<file path="src/rtl/intv_timer_pkg.sv">
package intv_timer_pkg;

   typedef enum logic [2:0] {
      A_CNT_LO = 3'd0,
      A_CNT_HI = 3'd1,
      A_LAT_LO = 3'd2,
      A_LAT_HI = 3'd3,
      A_CTRL   = 3'd4,
      A_STAT   = 3'd5
   } reg_addr_e;

   localparam int CTL_FREE  = 6;
   localparam int CTL_WAVE  = 7;
   localparam int STAT_FLAG = 6;

endpackage

</file>
<file path="src/rtl/intv_timer_regs.sv">
module intv_timer_regs
   import intv_timer_pkg::*;
#(
   parameter int BYTE_W = 8
) (
   input  logic                clk,
   input  logic                rst_n,
   input  logic                wr_en,
   input  logic                rd_en,
   input  logic [2:0]          addr,
   input  logic [BYTE_W-1:0]   wdata,
   input  logic [2*BYTE_W-1:0] cnt_q,
   input  logic                flag_q,
   output logic [2*BYTE_W-1:0] latch_q,
   output logic [2*BYTE_W-1:0] load_val,
   output logic [BYTE_W-1:0]   ctrl_q,
   output logic                load_stb,
   output logic                rd_lo_stb,
   output logic [BYTE_W-1:0]   rdata
);

   logic [BYTE_W-1:0] lat_lo, lat_hi, ctrl_r;

   always_ff @(posedge clk) begin
      if (!rst_n) begin
         lat_lo <= '0;
         lat_hi <= '0;
         ctrl_r <= '0;
      end else if (wr_en) begin
         case (addr)
            A_CNT_LO, A_LAT_LO: lat_lo <= wdata;
            A_CNT_HI, A_LAT_HI: lat_hi <= wdata;
            A_CTRL:             ctrl_r <= wdata;
            default: ;
         endcase
      end
   end

   assign latch_q   = {lat_hi, lat_lo};
   assign load_val  = {wdata, lat_lo};
   assign ctrl_q    = ctrl_r;
   assign load_stb  = wr_en && (addr == A_CNT_HI);
   assign rd_lo_stb = rd_en && (addr == A_CNT_LO);

   always_comb begin
      rdata = '0;
      case (addr)
         A_CNT_LO: rdata = cnt_q[BYTE_W-1:0];
         A_CNT_HI: rdata = cnt_q[2*BYTE_W-1:BYTE_W];
         A_LAT_LO: rdata = lat_lo;
         A_LAT_HI: rdata = lat_hi;
         A_CTRL:   rdata = ctrl_r;
         A_STAT:   rdata[STAT_FLAG] = flag_q;
         default:  rdata = '0;
      endcase
   end

endmodule

</file>
<file path="src/rtl/intv_timer_count.sv">
module intv_timer_count #(
   parameter int CNT_W = 16
) (
   input  logic             clk,
   input  logic             rst_n,
   input  logic             tick_en,
   input  logic             free_run,
   input  logic             load_stb,
   input  logic [CNT_W-1:0] load_val,
   input  logic [CNT_W-1:0] latch_q,
   output logic [CNT_W-1:0] cnt_q,
   output logic             wrap_evt
);

   logic [CNT_W-1:0] cnt_r;
   logic             wrap_r;

   always_ff @(posedge clk) begin
      if (!rst_n) begin
         cnt_r  <= '0;
         wrap_r <= 1'b0;
      end else if (load_stb) begin
         cnt_r  <= load_val;
         wrap_r <= 1'b0;
      end else if (tick_en) begin
         if (wrap_r && free_run) cnt_r <= latch_q;
         else                    cnt_r <= cnt_r - 1'b1;
         wrap_r <= (cnt_r == '0);
      end
   end

   assign cnt_q    = cnt_r;
   assign wrap_evt = tick_en && !load_stb && (cnt_r == '0);


   load_chk: assert property (@(posedge clk) disable iff (!rst_n)
      load_stb |=> (cnt_q == $past(load_val)));


   hold_chk: assert property (@(posedge clk) disable iff (!rst_n)
      (!tick_en && !load_stb) |=> $stable(cnt_q));


   dec_chk: assert property (@(posedge clk) disable iff (!rst_n)
      (tick_en && !load_stb && !(wrap_r && free_run))
         |=> (cnt_q == CNT_W'($past(cnt_q) - 1'b1)));


   reload_chk: assert property (@(posedge clk) disable iff (!rst_n)
      (tick_en && !load_stb && free_run && wrap_r) |=> (cnt_q == $past(latch_q)));

endmodule

</file>
<file path="src/rtl/intv_timer_event.sv">
module intv_timer_event #(
   parameter bit HAS_WAVE = 1'b1
) (
   input  logic clk,
   input  logic rst_n,
   input  logic free_run,
   input  logic wave_en,
   input  logic load_stb,
   input  logic wrap_evt,
   input  logic rd_lo_stb,
   output logic flag_q,
   output logic wave_q
);

   logic armed_r, flag_r, fire;

   assign fire = wrap_evt && (free_run || armed_r);

   always_ff @(posedge clk) begin
      if (!rst_n) begin
         armed_r <= 1'b0;
         flag_r  <= 1'b0;
      end else begin
         if (load_stb)      armed_r <= 1'b1;
         else if (wrap_evt) armed_r <= 1'b0;

         if (fire)                       flag_r <= 1'b1;
         else if (load_stb || rd_lo_stb) flag_r <= 1'b0;
      end
   end

   assign flag_q = flag_r;

   generate
      if (HAS_WAVE) begin : g_wave
         logic wave_r;
         always_ff @(posedge clk) begin
            if (!rst_n)                wave_r <= 1'b0;
            else if (load_stb)         wave_r <= 1'b0;
            else if (fire && wave_en)  wave_r <= ~wave_r;
         end
         assign wave_q = wave_r;


         wave_load_chk: assert property (@(posedge clk) disable iff (!rst_n)
            load_stb |=> !wave_q);


         wave_hold_chk: assert property (@(posedge clk) disable iff (!rst_n)
            (!wave_en && !load_stb) |=> $stable(wave_q));
      end else begin : g_nowave
         assign wave_q = 1'b0;
      end
   endgenerate


   flag_set_chk: assert property (@(posedge clk) disable iff (!rst_n)
      (wrap_evt && free_run) |=> flag_q);


   flag_clr_chk: assert property (@(posedge clk) disable iff (!rst_n)
      (rd_lo_stb && !wrap_evt) |=> !flag_q);


   one_shot_chk: assert property (@(posedge clk) disable iff (!rst_n)
      (!free_run && wrap_evt && !armed_r && !flag_q) |=> !flag_q);

endmodule

</file>
<file path="src/rtl/intv_timer.sv">
module intv_timer
   import intv_timer_pkg::*;
#(
   parameter int BYTE_W   = 8,
   parameter bit HAS_WAVE = 1'b1
) (
   input  logic              clk,
   input  logic              rst_n,
   input  logic              tick_en,
   input  logic              wr_en,
   input  logic              rd_en,
   input  logic [2:0]        addr,
   input  logic [BYTE_W-1:0] wdata,
   output logic [BYTE_W-1:0] rdata,
   output logic              irq,
   output logic              wave_out
);

   localparam int CNT_W = 2 * BYTE_W;

   generate
      if (BYTE_W < CTL_WAVE + 1) begin : g_width_bad
         $error("intv_timer: BYTE_W must hold control bit %0d", CTL_WAVE);
      end
   endgenerate

   logic [CNT_W-1:0]  cnt_q, latch_q, load_val;
   logic [BYTE_W-1:0] ctrl_q;
   logic              load_stb, rd_lo_stb, wrap_evt, flag_q, wave_q;

   intv_timer_regs #(.BYTE_W(BYTE_W)) i_regs (
      .clk       (clk),
      .rst_n     (rst_n),
      .wr_en     (wr_en),
      .rd_en     (rd_en),
      .addr      (addr),
      .wdata     (wdata),
      .cnt_q     (cnt_q),
      .flag_q    (flag_q),
      .latch_q   (latch_q),
      .load_val  (load_val),
      .ctrl_q    (ctrl_q),
      .load_stb  (load_stb),
      .rd_lo_stb (rd_lo_stb),
      .rdata     (rdata)
   );

   intv_timer_count #(.CNT_W(CNT_W)) i_count (
      .clk      (clk),
      .rst_n    (rst_n),
      .tick_en  (tick_en),
      .free_run (ctrl_q[CTL_FREE]),
      .load_stb (load_stb),
      .load_val (load_val),
      .latch_q  (latch_q),
      .cnt_q    (cnt_q),
      .wrap_evt (wrap_evt)
   );

   intv_timer_event #(.HAS_WAVE(HAS_WAVE)) i_event (
      .clk       (clk),
      .rst_n     (rst_n),
      .free_run  (ctrl_q[CTL_FREE]),
      .wave_en   (ctrl_q[CTL_WAVE]),
      .load_stb  (load_stb),
      .wrap_evt  (wrap_evt),
      .rd_lo_stb (rd_lo_stb),
      .flag_q    (flag_q),
      .wave_q    (wave_q)
   );

   assign irq      = flag_q;
   assign wave_out = wave_q;


   start_clr_chk: assert property (@(posedge clk) disable iff (!rst_n)
      (wr_en && addr == A_CNT_HI) |=> !irq);

endmodule

</file>
<file path="config.mk">
export PLATFORM = sky130hd
export DESIGN_NAME = intv_timer
export DESIGN_NICKNAME = d
export VERILOG_FILES = /design/src/rtl/intv_timer_pkg.sv /design/src/rtl/intv_timer_regs.sv /design/src/rtl/intv_timer_count.sv /design/src/rtl/intv_timer_event.sv /design/src/rtl/intv_timer.sv
export SDC_FILE = /design/constraint.sdc
export NUM_CORES = 1
export LEC_CHECK = 0
export CORE_AREA = 2 2 89 91
export CTS_CLUSTER_DIAMETER = 100
export DETAILED_ROUTE_END_ITERATION = 12
export DIE_AREA = 0 0 91 93
export DONT_BUFFER_PORTS = 1
export PLACE_DENSITY = 0.53
export SLEW_MARGIN = 30
export SYNTH_ARGS = -nofsm -noshare
export SYNTH_HDL_FRONTEND = slang
export SYNTH_SLANG_ARGS = --single-unit
export TNS_END_PERCENT = 20
</file>
<file path="constraint.sdc">
create_clock -name clk -period 2.98 [get_ports clk]
set_input_delay 0.596 -clock clk [delete_from_list [all_inputs] [get_ports clk]]
set_output_delay 0.596 -clock clk [all_outputs]
set_load 0.02 [all_outputs]
</file>
* After elaboration in Yosys (flattened, before gate mapping)
Index checks and enable logic that the tools add are counted.
** Storage, ports and cells
- Flip-flop bits (word level) :: 44
- Bits of input ports :: 16
- Output and inout bits :: 10
- Logic and storage cells :: 47
** Operators by class
- Add/sub/neg operators :: 1
- Eq/ne operators :: 5
- Muxes and demuxes :: 10
- Bitwise gates (word level) :: 2
- Reduce and logical (&&, ||, !) cells :: 21
** Operator list (count)
- 16-bit 2-to-1 mux :: 3
- 6-bit case mux with 5 select lines :: 1
- 16-bit zero test :: 1
- 16-bit by 1-bit subtractor with 16-bit output (second input constant) :: 1
- 1-bit logical AND :: 7
- 3-bit by 2-bit equality test with 1-bit output (second input constant) :: 2
- 3-bit equality test (second input constant) :: 2
- 1-bit case mux with 6 select lines :: 1
- 2-bit AND reduction :: 3
- 2-bit nonzero test :: 3
- 2-bit OR reduction :: 3
- 1-bit case mux with 5 select lines :: 1
- 1-bit 2-to-1 mux :: 4
- 3-bit by 1-bit equality test with 1-bit output (second input constant) :: 1
- 3-bit zero test :: 1
- 1-bit logical OR :: 2
- 1-bit NOT :: 2
- 1-bit zero test :: 1

* Longest topological paths before layout
Gate-level depths: netlist of the first run.
- Word-level depth :: 7
- Depth in mapped cells :: 8
- Gate-level depth less buffers :: 7

* By module
Synthesis of the first run repeated with hierarchy kept, for this count alone.
** Unflattened totals
- Cell total of the unflattened synthesis :: 338
- Area total of the unflattened synthesis :: 2840.2 sq um
** Modules (own cells, without submodules)
- intv_timer_regs :: instances 1, cells an instance 153, area each 1450.1 sq um, sequential area each 480.5 sq um
- intv_timer_count :: instances 1, cells an instance 173, area each 1261.2 sq um, sequential area each 340.3 sq um
- intv_timer_event :: instances 1, cells an instance 12, area each 128.9 sq um, sequential area each 60.1 sq um

* Worst setup path after synthesis of the first run
No wires, ideal clock.
- Path kind :: input-to-output
- From :: in addr[1]
- To :: out rdata[0]
- Data arrival time :: 1.837 ns
- Required time :: 2.384 ns
- Setup slack :: 0.547 ns
- Stages :: 6
- Buffers on the path :: 2
- Path through :: buf_2 > buf_1 > mux2i_1 > nor2_1 > a21oi_1 > o22ai_1
** On the way
- Word-level cells in the longest chain between the ends :: 2
- Elaborated cells on any way between the ends :: 6
- Those cells by class :: eq/ne (4); mux (1); reduce/logical (1)
** RTL lines
- start: declaration :: line intv_timer.sv:12 : input logic [2:0] addr,
- 3-bit equality test, or another cell as far along :: line intv_timer_regs.sv:47 : case (addr)
- 6-bit case mux with 5 select lines * :: line intv_timer_regs.sv:47
- end: declaration :: line intv_timer.sv:14 : output logic [BYTE_W-1:0] rdata,
Mark *: on every way between the ends. The rest lies on a longest branch, timed or not.

* Worst setup path in the final report of the first run
- From :: reg i_count.cnt_r[4], in the netlist i_count.cnt_q[4]
- To :: out rdata[4]
** On the way
- Word-level cells in the longest chain between the ends :: 1
** RTL lines
- start: declaration :: line intv_timer_count.sv:15 : logic [CNT_W-1:0] cnt_r;
- start signal: assignment :: line intv_timer_count.sv:23 : cnt_r <= load_val;
- start signal: assignment :: line intv_timer_count.sv:26 : if (wrap_r && free_run) cnt_r <= latch_q;
- start signal: assignment :: line intv_timer_count.sv:27 : else cnt_r <= cnt_r - 1'b1;
- 6-bit case mux with 5 select lines :: line intv_timer_regs.sv:47
No other way between the ends.

==> impl_metrics.ini, run 1 <==
[yosys]
seq_area_frac_synth = 0.3506
syn-mean-instance-area_sq_um = 8.078
ys_ff_latch = 44
syn_area_sq_um = 2512
yosysUniqueCellTypes = 52
ys_warn_count = 0
syn_inst = 311
syn-num-nets = 328

[cells_and_area]
num_antenna_cells = 0
multi_input_area_sq_um = 1501
final_cells = 403
syn2layout_area_growth_pct = 7.619
nets = 317
num-fill-cells = 828
drive_gt1_frac = 0.07641
register_area_sq_um = 880.8

[pwr]
power_density_nw_per_um2 = 565.5
vdd_ir_drop_max_mv = 0.1766
p_leak_nw = 0.9795

[global_route]
grt-ovfl-total = 0
grt_max_degree = 23
grt_use_total = 0.1798
grt_antenna_before_repair = 0
grt_first_pass_wirelength_um = 12050
grt_pass1_vias = 2168

[floorplanning]
ios = 26
core_sq_um = 7527
die_area_sq_um = 8463
die_x_um = 91
initial_utilization = 0.3338
rows = 32
die_h_um = 93

[clock_tree]
postCtsResizedCells = 0
clockBufferDepth = 2
cts_tree = built
cts-htree-levels = 2
post_cts_buffers = 0
root_buffer = clkbuf_8
clock_sinks = 44
path_clk_slew_ns = 0.09
cts_hold_buf = 0
numCtsBuffers = 5
clock_latency_ns = 0.30

[critical_path]
cp.arrival_ns = 1.61
critPathMaxFanout = 7
cp-start-kind = flop
cp-end-kind = output port
reg2reg_depth = 7
reg2reg_to = i_count.cnt_q[10]
critPathKind = reg2out
rrSetupSlack_ns = 0.85
reg2reg_from = i_count.cnt_q[0]
cp.required_ns = 2.38

[routing]
drt_first_pass_iters = 4
wl_per_cell_um = 18.19
drc = 0
antenna_left = 0
routed_via_density = 5.496
finalWirelength_um = 7331
first_iter_violations = 112
vias = 2215

[sta]
final.min_clock_period_ns = 2.204
slew-limit-headroom = 0.5443
tightest_slew_ns = 0.6763
setup_viol = 0
finalClockSkew_ns = 0.009776
slew_violations = 0
fin_tns_setup_ns = 0
finalHoldViolations = 0
rsz0062_at_grt = no
max_freq_mhz = 453.8
finalCritPeriodShare = 0.7395

[min_path]
hold_end = i_count.cnt_q[9]
hp-class = in2reg
min-delay-start = rst_n
worstHoldPathCells = 1

[flow_run]
maxCapViolCount = 0

[status]
status = complete, no violations

[placement]
gp_congestion = 0.8695
dp_cells = 395
dp_hpwl_um = 5407
port_buffers = 0
==> registers in the layout, indices dropped and copies added, names as in the netlist <==
signal and count:
i_count.wrap_r 1, i_regs.lat_lo 8, i_regs.lat_hi 8, i_event.wave_q 1
i_regs.ctrl_q 8, i_count.cnt_q 16, i_event.armed_r 1, i_event.flag_q 1
==> cell usage after synthesis (all sizes together) <==
cell / number / area share
a211oi: 1 / 0.0030
a21oi: 30 / 0.060
a22o: 1 / 0.0035
a22oi: 1 / 0.0030
a311oi: 1 / 0.0035
a31oi: 1 / 0.0025
a32o: 1 / 0.0040
a32oi: 1 / 0.0035
and2: 3 / 0.0075
and3: 3 / 0.0075
and4: 1 / 0.0035
and4bb: 1 / 0.0050
buf: 7 / 0.014
clkbuf: 15 / 0.022
clkinv: 1 / 0.0015
dfxtp: 44 / 0.35
ha: 1 / 0.0050
inv: 9 / 0.013
mux2: 2 / 0.0090
mux2i: 28 / 0.11
mux4: 3 / 0.027
nand2: 36 / 0.054
nand2b: 4 / 0.010
nand3: 7 / 0.014
nand3b: 1 / 0.0030
nand4: 3 / 0.0075
nand4bb: 1 / 0.0045
nor2: 38 / 0.058
nor2b: 2 / 0.0050
nor3: 7 / 0.014
nor3b: 4 / 0.012
nor4: 6 / 0.023
nor4b: 2 / 0.0095
o211ai: 6 / 0.018
o21a: 2 / 0.0060
o21ai: 14 / 0.028
o221ai: 3 / 0.010
o22ai: 7 / 0.017
o31ai: 1 / 0.0030
o32ai: 2 / 0.0070
or3: 1 / 0.0045
or3b: 1 / 0.0035
or4: 1 / 0.0030
xnor2: 6 / 0.021
xor2: 1 / 0.0035
==> critical path, stage by stage (launching register included) <==
cell	delay, ns
dfxtp_1	0.47
mux4_2	0.28
inv_1	0.04
o21ai_0	0.53
==> worst max path at each step <==
| stage | from | to | slack [ns] | cells past startpoint |
|---|---|---|---|---|
| after floorplan | addr[1] | rdata[0] | 0.55 | 6 |
| after global placement | addr[2] | rdata[7] | 0.85 | 3 |
| after detailed placement | addr[2] | rdata[7] | 0.83 | 3 |
| after CTS | i_count.cnt_q[3] | rdata[3] | 0.75 | 3 |
| after global routing | i_count.cnt_q[0] | i_count.cnt_q[10] | 0.66 | 7 |
| final | i_count.cnt_q[4] | rdata[4] | 0.78 | 3 |
==> placed cells by master, fill, tap and decap left out, drive strengths merged, types with 2 or more instances in the layout <==
master,netlist,layout
dfxtp,44,44
nor2,38,38
nand2,36,36
a21oi,30,30
mux2i,28,28
o21ai,14,14
inv,9,9
nand3,7,7
o22ai,7,7
nor3,7,7
clkbuf,15,7
xnor2,6,6
o211ai,6,6
nor4,6,6
nand2b,4,4
nor3b,4,4
buf,7,4
mux4,3,3
and3,3,3
nand4,3,3
o221ai,3,3
and2,3,3
nor2b,2,2
mux2,2,2
o32ai,2,2
o21a,2,2
nor4b,2,2
==> cell families (layout without fill, tap and decap cells) <==
logic type / after synthesis / in the layout / share of synthesized area
xor gates and xnor gates: 7 / 7 / 0.02440
AOI/OAI and AO/OA: 72 / 72 / 0.1723
and+or+nand+nor: 122 / 122 / 0.2485
muxes: 33 / 33 / 0.1474
buffers and inverters: 32 / 22 / 0.05179
adders and majority gates: 1 / 1 / 0.004979
DFF: 44 / 44 / 0.3506
==> layout make-up <==
type | count | share of cell area
Timing Repair Buffer | 4 | 0.01111
Sequential cell | 44 | 0.3258
Clock inverter | 1 | 0.01111
Tap cell | 102 | 0.04720
Clock buffer | 7 | 0.03563
Multi-Input combinational cell | 235 | 0.5553
Inverter | 10 | 0.01388
==> report_power, final <==
part	switching [mW]	internal [mW]
Combinational	0.173	0.157
Sequential	0.0625	0.630
Clock	0.210	0.296
Total	0.445	1.08
==> metrics by stage <==
step | hold WS, ns | util | setup slack [ns] | power (mW) | instance area [sq um]
3_3_place_gp | 0.4481 | 0.3424 | 0.8505 | 1.034 | 2577
6_report | 0.4122 | 0.3592 | 0.7764 | 1.529 | 2704
4_1_cts | 0.4038 | 0.3592 | 0.7527 | 1.543 | 2704
2_1_floorplan | 0.4366 | - | 0.5469 | 0.9833 | 2512
5_1_grt | 0.4082 | 0.3592 | 0.6593 | 1.613 | 2704
3_5_place_dp | 0.4510 | 0.3424 | 0.8329 | 1.034 | 2577
==> metal layers <==
layer,routed length (um),up-vias,global-route usage
met4,66,0,0.05556
met2,3489,51,0.2963
met5,0,-,0
li1,-,1091,-
met1,3439,1066,0.2380
met3,334,7,0.03546
(Power assumes the default switching activity.)
==> run 2: changes to the inputs <==
- PLACE_DENSITY: 0.53 -> 0.55
- clock period: 2.98 -> 1.94 ns (I/O delays scaled with it)
==> impl_metrics.ini, run 2 (synthesis results as in run 1) <==
[sta]
fin_tns_setup_ns = 0
rsz0062_at_grt = yes
worst_hold_slack_ns = 0.2024
finalCritPeriodShare = 0.9832
slew-limit-headroom = 0.5885
finalHoldViolations = 0
slew_violations = 0
max_freq_mhz = 524.3
tightest_slew_ns = 0.6154
setup_viol = 0
finalClockSkew_ns = 0.01377
final.min_clock_period_ns = 1.907

[min_path]
worstHoldPathCells = 1
min-delay-start = rst_n
hp-class = in2reg
hold_end = i_count.cnt_q[9]

[critical_path]
cp-start-kind = flop
reg2reg_depth = 7
critPathKind = reg2reg
cp-end-kind = flop
cp.arrival_ns = 2.15
cp_cell_sequence = inv_2 > ha_4 > or3b_4 > nor4_4 > nor3_1 > or4_1 > a21oi_2
critPathMaxFanout = 3
cp.required_ns = 2.18
crit_buf_inv = 1
cpMaxStageDelayCell = or4_1
reg2reg_to = i_count.cnt_q[10]
slowest_delay_ns = 0.49
reg2reg_from = i_count.cnt_q[0]
rrSetupSlack_ns = 0.03
cp_top_family = simple AND/OR/NAND/NOR gates

[global_route]
grt-ovfl-total = 0
grt_max_degree = 36
grt_first_pass_wirelength_um = 12060
grt_antenna_before_repair = 0
grt_use_total = 0.1795
grt_pass1_vias = 2243

[routing]
vias = 2352
wl_per_cell_um = 17.47
drc = 0
routed_via_density = 5.483
drt_first_pass_iters = 4
first_iter_violations = 124
antenna_left = 0
finalWirelength_um = 7496

[cells_and_area]
final_cells = 429
fin_area_sq_um = 2907
nets = 343
final_cell_mix = 39 x dfxtp_1, 37 x nor2_1, 36 x nand2_1
num_antenna_cells = 0
syn2layout_area_growth_pct = 15.69
largest_reg_flops = 16
drive_gt1_frac = 0.1865
final_common_cell = dfxtp_1
num-fill-cells = 814

[clock_tree]
clock_sinks = 44
cts_tree = built
clockBufferDepth = 2
path_clk_slew_ns = 0.09
cts_hold_buf = 0
clock_latency_ns = 0.31
numCtsBuffers = 5
root_buffer = clkbuf_8
cts-htree-levels = 2

[pwr]
p_leak_nw = 1.093
power_density_nw_per_um2 = 794.5
vdd_ir_drop_max_mv = 0.2562

[placement]
dpl_cell_area_sq_um = 2773
dp_hpwl_um = 5459
dp_cells = 421
gp_congestion = 0.8201
port_buffers = 0

[floorplanning]
rows = 32
ios = 26
initial_utilization = 0.3338
die_x_um = 91
die_area_sq_um = 8463
die_h_um = 93
core_sq_um = 7527

[status]
status = complete, no violations

[flow_run]
maxCapViolCount = 0
run 2: worst max path at each step:
stage                           startpoint           endpoint  slack (ns)  cells after the start
after floorplan                    addr[0]           rdata[6]       -0.06                      5
after global placement    i_count.cnt_q[0]  i_count.cnt_q[10]        0.08                      7
after detailed placement  i_count.cnt_q[0]  i_count.cnt_q[10]        0.04                      7
after CTS                 i_count.cnt_q[3]           rdata[3]      -0.002                      5
after global routing      i_count.cnt_q[1]  i_count.cnt_q[10]       -0.08                      7
final                     i_count.cnt_q[0]  i_count.cnt_q[10]        0.03                      7
run 2: repair_timing:
item,CTS,global route
gates cloned,0,0
pin swaps,0,5
setup buffers,0,0
endpoints found under the setup margin,3,6
gates resized for setup,2,15
run 2: stage by stage:
stage | utilization | setup WS [ns] | power [mW]
after floorplan | - | -0.06418 | 1.511
after global placement | 0.3684 | 0.08130 | 1.673
after detailed placement | 0.3684 | 0.04033 | 1.679
after CTS | 0.3812 | -0.002073 | 2.304
after global routing | 0.3861 | -0.07945 | 2.427
final | 0.3861 | 0.03265 | 2.309
run 2: layout make-up:
class,instances,area (sq um),share of cell area
Clock buffer,7,86.33,0.02970
Sequential cell,44,887.1,0.3052
Inverter,10,37.54,0.01291
Tap cell,102,127.6,0.04391
Multi-Input combinational cell,235,1528,0.5256
Timing Repair Buffer,30,232.7,0.08007
Clock inverter,1,7.507,0.002583
run 2: power by group:
group	total [mW]	switching, mW	internal [mW]
clock	0.625	0.335	0.290
combinational	0.639	0.314	0.325
sequential	1.05	0.0744	0.971
total	2.31	0.723	1.59
run 2: metal layers:
layer / part of all wire / track usage / vias to the layer above
met5: 0 / 0 / -
met4: 0.022 / 0.07576 / 0
met3: 0.058 / 0.02498 / 13
met2: 0.48 / 0.2951 / 80
met1: 0.44 / 0.2371 / 1122
li1: - / - / 1137
